<file path="src/rtl/uart_irq_pkg.sv">
package uart_irq_pkg;

    localparam int ID_W = 4;
    localparam int EN_W = 4;

    // enable bit positions
    localparam int EN_RX    = 0;
    localparam int EN_TX    = 1;
    localparam int EN_LINE  = 2;
    localparam int EN_MODEM = 3;

    // number of edge-captured sources (line, rx timeout, modem)
    localparam int EDGE_N   = 3;
    localparam int EI_LINE  = 0;
    localparam int EI_TMO   = 1;
    localparam int EI_MODEM = 2;

    typedef enum logic [ID_W-1:0] {
        ID_NONE    = 4'b0001,
        ID_LINE    = 4'b0110,
        ID_RXDATA  = 4'b0100,
        ID_RXTMO   = 4'b1100,
        ID_TXEMPTY = 4'b0010,
        ID_MODEM   = 4'b0000
    } irq_id_e;

    typedef struct packed {
        logic line;
        logic rx_tmo;
        logic rx_data;
        logic tx_empty;
        logic modem;
    } irq_src_t;

    function automatic irq_src_t mask_src(irq_src_t s, logic [EN_W-1:0] en);
        irq_src_t g;
        g.line     = s.line     & en[EN_LINE];
        g.rx_tmo   = s.rx_tmo   & en[EN_RX];
        g.rx_data  = s.rx_data  & en[EN_RX];
        g.tx_empty = s.tx_empty & en[EN_TX];
        g.modem    = s.modem    & en[EN_MODEM];
        return g;
    endfunction

    function automatic irq_id_e top_code(irq_src_t g);
        if (g.line)          return ID_LINE;
        else if (g.rx_tmo)   return ID_RXTMO;
        else if (g.rx_data)  return ID_RXDATA;
        else if (g.tx_empty) return ID_TXEMPTY;
        else if (g.modem)    return ID_MODEM;
        else                 return ID_NONE;
    endfunction

endpackage

</file>
<file path="src/rtl/irq_edge_latch.sv">
module irq_edge_latch #(
    parameter int N = 3
) (
    input  logic         clk,
    input  logic         rst,
    input  logic [N-1:0] cond,
    input  logic [N-1:0] ack,
    output logic [N-1:0] pend
);
    logic [N-1:0] prev_q;

    for (genvar i = 0; i < N; i++) begin : g_src
        logic rise;
        assign rise = cond[i] & ~prev_q[i];

        always_ff @(posedge clk) begin
            if (rst) begin
                prev_q[i] <= cond[i];
                pend[i]   <= 1'b0;
            end else begin
                prev_q[i] <= cond[i];
                if (rise)
                    pend[i] <= 1'b1;
                else if (ack[i])
                    pend[i] <= 1'b0;
            end
        end
    end
endmodule

</file>
<file path="src/rtl/irq_tx_latch.sv">
module irq_tx_latch (
    input  logic clk,
    input  logic rst,
    input  logic en_bit,
    input  logic tx_empty,
    input  logic wr_thr,
    input  logic rd_ident,
    input  logic reported,
    output logic pend
);
    logic prev_empty_q;
    logic prev_en_q;
    logic arm;
    logic drop;

    assign arm  = (tx_empty & ~prev_empty_q) | (en_bit & ~prev_en_q);
    assign drop = wr_thr | (rd_ident & reported);

    always_ff @(posedge clk) begin
        if (rst) begin
            prev_empty_q <= tx_empty;
            prev_en_q    <= en_bit;
            pend         <= 1'b1;
        end else begin
            prev_empty_q <= tx_empty;
            prev_en_q    <= en_bit;
            if (arm)
                pend <= 1'b1;
            else if (drop)
                pend <= 1'b0;
        end
    end
endmodule

</file>
<file path="src/rtl/irq_prio_enc.sv">
module irq_prio_enc
    import uart_irq_pkg::*;
(
    input  irq_src_t              raw,
    input  logic     [EN_W-1:0]   en,
    output irq_id_e               code,
    output logic                  any
);
    irq_src_t gated;

    always_comb begin
        gated = mask_src(raw, en);
        code  = top_code(gated);
        any   = |gated;
    end
endmodule

</file>
<file path="src/rtl/uart_irq_ident.sv">
module uart_irq_ident
    import uart_irq_pkg::*;
(
    input  logic              clk,
    input  logic              rst,
    input  logic [EN_W-1:0]   irq_en,
    input  logic              line_err,
    input  logic              rx_ready,
    input  logic              rx_timeout,
    input  logic              tx_empty,
    input  logic              modem_chg,
    input  logic              rd_ident,
    input  logic              rd_lsr,
    input  logic              rd_rhr,
    input  logic              rd_msr,
    input  logic              wr_thr,
    output logic              irq,
    output logic [ID_W-1:0]   ident
);
    logic [EDGE_N-1:0] edge_cond;
    logic [EDGE_N-1:0] edge_ack;
    logic [EDGE_N-1:0] edge_pend;
    logic              tx_pend;
    logic              tx_reported;
    irq_src_t          raw;
    irq_id_e           code;

    always_comb begin
        edge_cond           = '0;
        edge_cond[EI_LINE]  = line_err;
        edge_cond[EI_TMO]   = rx_timeout;
        edge_cond[EI_MODEM] = modem_chg;
        edge_ack            = '0;
        edge_ack[EI_LINE]   = rd_lsr;
        edge_ack[EI_TMO]    = rd_rhr;
        edge_ack[EI_MODEM]  = rd_msr;
    end

    irq_edge_latch #(.N(EDGE_N)) u_edge (
        .clk  (clk),
        .rst  (rst),
        .cond (edge_cond),
        .ack  (edge_ack),
        .pend (edge_pend)
    );

    assign tx_reported = (code == ID_TXEMPTY);

    irq_tx_latch u_tx (
        .clk      (clk),
        .rst      (rst),
        .en_bit   (irq_en[EN_TX]),
        .tx_empty (tx_empty),
        .wr_thr   (wr_thr),
        .rd_ident (rd_ident),
        .reported (tx_reported),
        .pend     (tx_pend)
    );

    always_comb begin
        raw.line     = edge_pend[EI_LINE];
        raw.rx_tmo   = edge_pend[EI_TMO];
        raw.rx_data  = rx_ready;
        raw.tx_empty = tx_pend & tx_empty;
        raw.modem    = edge_pend[EI_MODEM];
    end

    irq_prio_enc u_enc (
        .raw  (raw),
        .en   (irq_en),
        .code (code),
        .any  (irq)
    );

    assign ident = code;
endmodule

</file>
<file path="config.mk">
export PLATFORM = sky130hd
export DESIGN_NAME = uart_irq_ident
export DESIGN_NICKNAME = d
export VERILOG_FILES = /design/src/rtl/uart_irq_pkg.sv /design/src/rtl/irq_edge_latch.sv /design/src/rtl/irq_tx_latch.sv /design/src/rtl/irq_prio_enc.sv /design/src/rtl/uart_irq_ident.sv
export SDC_FILE = /design/constraint.sdc
export NUM_CORES = 1
export LEC_CHECK = 0
export BUFFER_PORTS_ARGS = -buffer_cell sky130_fd_sc_hd__buf_4
export CORE_AREA = 2 2 39 41
export CTS_CLUSTER_SIZE = 25
export DETAILED_ROUTE_END_ITERATION = 8
export DIE_AREA = 0 0 41 43
export PLACE_DENSITY_LB_ADDON = 0.12
export SLEW_MARGIN = 20
export SYNTH_ARGS = -nofsm -noshare
export SYNTH_HDL_FRONTEND = slang
export SYNTH_SLANG_ARGS = --single-unit
</file>
<file path="constraint.sdc">
create_clock -name clk -period 1.5 [get_ports clk]
set_input_delay 0.15 -clock clk [delete_from_list [all_inputs] [get_ports clk]]
set_output_delay 0.15 -clock clk [all_outputs]
set_load 0.01 [all_outputs]
</file>
== Word-level counts from Yosys, hierarchy flattened ==
Index checks and enable logic that the tools add are counted.

* Shift-type cells: 0
* Mux-type cells: 11
* $mul: 0
* Bitwise operators: 19
* Reductions and logical operators: 5
* Div/mod/pow operators: 0
* Add/subtract/negate cells: 0
* Magnitude comparators: 0
* Eq/ne operators: 1

{| class="wikitable"
|+ Operators by type and width
! operator !! number
|-
| $mux 4 || 4
|-
| $and 1x1->1 || 12
|-
| $mux 1 || 7
|-
| $reduce_bool 2->1 || 3
|-
| $not 1->1 || 5
|-
| $reduce_or 5->1 || 1
|-
| $eq 4x2->1 const B || 1
|-
| $or 1x1->1 || 2
|-
| $reduce_or 2->1 || 1
|}

* Register bits after elaboration: 9
* Output and inout port bits: 5
* Memory bits (writable): 0
* Latch bits: 0
* Memories kept: 0
* Logic and storage cells: 45
* Input bits: 16
* Bits in read-only memories: 0

== Longest topological paths before layout ==
* Depth after elaboration: 9
* Gate-level depth with buffers: 3
* Mapped depth without buffers: 3

== Modules after synthesis ==
A second synthesis with hierarchy kept.

* Cells, all modules: 33
* Area total of the unflattened synthesis: 345.3 sq um

{| class="wikitable"
|+ Modules (own cells, without submodules)
! module !! cells each !! times used !! area an instance (sq um) !! seq. area each (sq um)
|-
| irq_edge_latch || 15 || 1 || 172.7 || 120.1
|-
| irq_tx_latch || 8 || 1 || 93.8 || 60.1
|-
| irq_prio_enc || 8 || 1 || 57.6 || 0.0
|-
| uart_irq_ident || 2 || 1 || 21.3 || 0.0
|}

== Least setup slack after synthesis ==
Ideal clock, no wire load.

* Kind: register to output
* From: register u_edge.pend[1]
* To: output ident[0]
* Required time: 1.350 ns
* Buffers on the path: 0
* Path slack: 0.371 ns
* Arrival time: 0.979 ns
* Stages on the path, launching flop included: 4
* Path through: dfxtp_1 > o21ai_4 > nand2_1 > a211oi_1

* Word-level cells in the longest chain between the ends: 3

{| class="wikitable"
|+ Ends and longest elaborated chain
! element !! RTL line !! source
|-
| start: declaration || irq_edge_latch.sv:8 || <nowiki>output logic [N-1:0] pend</nowiki>
|-
| start signal: indexed assignment || irq_edge_latch.sv:19 || <nowiki>pend[i] <= 1'b0;</nowiki>
|-
| start signal: indexed assignment || irq_edge_latch.sv:23 || <nowiki>pend[i] <= 1'b1;</nowiki>
|-
| start signal: indexed assignment || irq_edge_latch.sv:25 || <nowiki>pend[i] <= 1'b0;</nowiki>
|-
| $and 1x1->1 || uart_irq_pkg.sv:38 || <nowiki>g.rx_tmo = s.rx_tmo & en[EN_RX];</nowiki>
|-
| $mux 4 || uart_irq_pkg.sv:47 || <nowiki>else if (g.rx_tmo) return ID_RXTMO;</nowiki>
|-
| $mux 4 || uart_irq_pkg.sv:46 || <nowiki>if (g.line) return ID_LINE;</nowiki>
|-
| end: declaration || uart_irq_ident.sv:18 || <nowiki>output logic [ID_W-1:0] ident</nowiki>
|}

No other way between the ends.

== Final worst setup path ==
* From: register u_edge.pend[1]
* To: output irq

* Word-level cells in the longest chain between the ends: 2

{| class="wikitable"
|+ Ends and longest elaborated chain
! element !! RTL line !! source
|-
| $and 1x1->1 || uart_irq_pkg.sv:38 ||
|-
| $reduce_or 5->1 || irq_prio_enc.sv:14 || <nowiki>any = |gated;</nowiki>
|-
| end: declaration || uart_irq_ident.sv:17 || <nowiki>output logic irq,</nowiki>
|}

No other way between the ends.

==> results.cfg <==
[setup_path]
rr_startpoint = u_edge.pend[1]
crit_buf_inv = 1
reg2regPathDepth = 4
r2r-end = u_tx.pend
startpoint_type = flip-flop
crit_path_end_kind = primary output
cp_max_fo = 3
cp.depth = 4
required_ns = 1.35
critPathKind = reg -> out
cp_slowest_cell = dfxtp_1
rrSetupSlack_ns = 0.32
cpLargestDelayFamily = compound AO/OA/AOI/OAI gates
path_cells = o21ai_4 -> nand2_2 -> a211o_1 -> buf_4
crit_arrival_ns = 1.26
critical-path-max-stage-delay_ns = 0.34

[grt]
grt.overflow.total = 0
track_usage_pct = 11.3
grt_max_degree = 7
grt_pass1_vias = 320
grt_pass1_wl_um = 1310
antenna_found_initial = 0

[logic_synthesis]
synth_nets = 49
synth-seq-area-share_pct = 54.1
synth_cells = 33
netlist_area_um2 = 333
yosysWarnings = 0
syn-mean-instance-area_um2 = 10.1
ys_ff_latch = 9
ys_types = 13

[run_status]
status = complete, no violations

[floorplan]
coreArea_um2 = 1380
dieArea_um2 = 1760
start_util_pct = 24.1
num_io_pins = 21
die_w_um = 41
die_y_um = 43
core.rowCount = 14

[power_and_ir_drop]
irDropWorstVdd_mv = 0.473
finalPower_mw = 0.550
leakage_nw = 0.274
powerDensity_nw_per_um2 = 964

[finish]
nets = 78
final_common_cell = buf_4
n_fill_cell = 150
final-seq-area_um2 = 180
multi_input_area_um2 = 148
n_antenna_cell = 0
area_delta_synth_final_pct = 71.4
final_cell_mix = buf_4 (21), dfxtp_1 (9), nand2b_1 (7)
drive_above_1_share_pct = 45.9

[detailed_routing]
routed-via-count = 332
ant_nets = 0
drt-wirelength-per-cell_um = 10.4
drtIter0Drc = 3
drc = 0
wl_um = 803
drt_pass1_iterations = 4
viasPerCell = 4.31

[cts]
cts_root_buf = clkbuf_4
htreeDepth = 1
cts_sinks = 9
clock_latency_ns = 0.26
clock_path_buffers = 2
clk_pin_slew_ns = 0.07
cts_tree = done
numCtsBuffers = 3

[sta]
slew_headroom_pct = 86.9
finalSetupTns_ns = 0
report.final.slew_viol_count = 0
finalSetupViolCount = 0
post-route-period-util_pct = 93.7
skew_ns = 0.00692
finalHoldViolations = 0
rsz0062_at_grt = false
setup_slack_ns = 0.0949
max_clock_freq_ghz = 0.712
worstMarginPinSlew_ns = 0.196
period_needed_ns = 1.41

[min_path]
holdPathEnd = u_tx.prev_en_q
holdPathStages = 1
min_path_type = in -> reg
hp-start = irq_en[1]

[placement]
port_buffers = 20
gp_congestion = 0.596
dp_slack_ns = 0.349

[flow_run]
drv_cap = 0
-- power breakdown --
group	internal [mW]	total [mW]	leakage [nW]	switching, mW
logic	0.0641	0.100	0.181	0.0364
registers	0.252	0.258	0.0752	0.00561
clock network	0.0985	0.192	0.0177	0.0935
-- state kept, by name, summed over array words and instances, names as in the netlist --
name	cells
u_edge.prev_q	3
u_tx.prev_en_q	1
u_tx.prev_empty_q	1
u_edge.pend	3
u_tx.pend	1
-- kinds of logic (layout without fill, tap and decap cells) --
family,after synthesis,count (layout),synth area share [%]
AO/OA/AOI/OAI,8,8,18.8
buffers and inverters,2,30,2.26
flip-flops,9,9,54.1
AND/OR/NAND/NOR,14,14,24.8
-- layout make-up --
| class | count | share of cell area, % |
|---|---|---|
| Clock buffer | 3 | 3.95 |
| Inverter | 2 | 1.32 |
| Multi-Input combinational cell | 22 | 25.9 |
| Timing Repair Buffer | 24 | 32.9 |
| Clock inverter | 1 | 0.877 |
| Tap cell | 16 | 3.51 |
| Sequential cell | 9 | 31.6 |
-- routing by layer --
metal  share of wire [%]  track usage [%]  vias to the layer above
met1                  40             12.3                      150
met2                  51             16.3                       11
met5                   0                0                        -
met3                 8.5             6.81                        0
li1                    -                -                      171
met4                   0             6.00                        0
-- Yosys cell counts, drive strengths merged --
cell | instances | area, um^2
dfxtp | 9 | 180
nand2 | 4 | 15.0
a21oi | 3 | 15.0
o21ai | 1 | 16.3
or3 | 1 | 6.26
and3 | 2 | 17.5
o22ai | 1 | 6.26
a211o | 1 | 8.76
a211oi | 1 | 7.51
a41oi | 1 | 8.76
inv | 2 | 7.51
nand2b | 7 | 43.8
-- per-stage QoR --
stage          cells  hold slack (ns)  util, %  cell area, um^2
4_1_cts           76         0.000986     40.5              561
3_3_place_gp      69            0.265     36.3              503
5_1_grt           77         0.000785     41.2              571
6_report          77           0.0111     41.2              571
2_1_floorplan     33            0.178        -              333
3_5_place_dp      69            0.267     36.3              503
-- worst max-delay path by stage --
| stage | slack, ns | start | endpoint |
|---|---|---|---|
| floorplan | 0.37 | u_edge.pend[1] | ident[0] |
| global placement | 0.35 | u_edge.pend[1] | irq |
| detailed placement | 0.35 | u_edge.pend[1] | irq |
| CTS | 0.04 | u_edge.pend[1] | irq |
| global route | 0.01 | u_edge.pend[1] | irq |
| finish | 0.09 | u_edge.pend[1] | irq |
-- what timing repair did --
action	4_1_cts	5_1_grt
hold buffers	3	0
setup endpoints to repair	0	2
endpoints found under the hold margin	3	0
gates resized for setup	0	1
buffers inserted	0	1
Power figures use the tool's default switching activity.
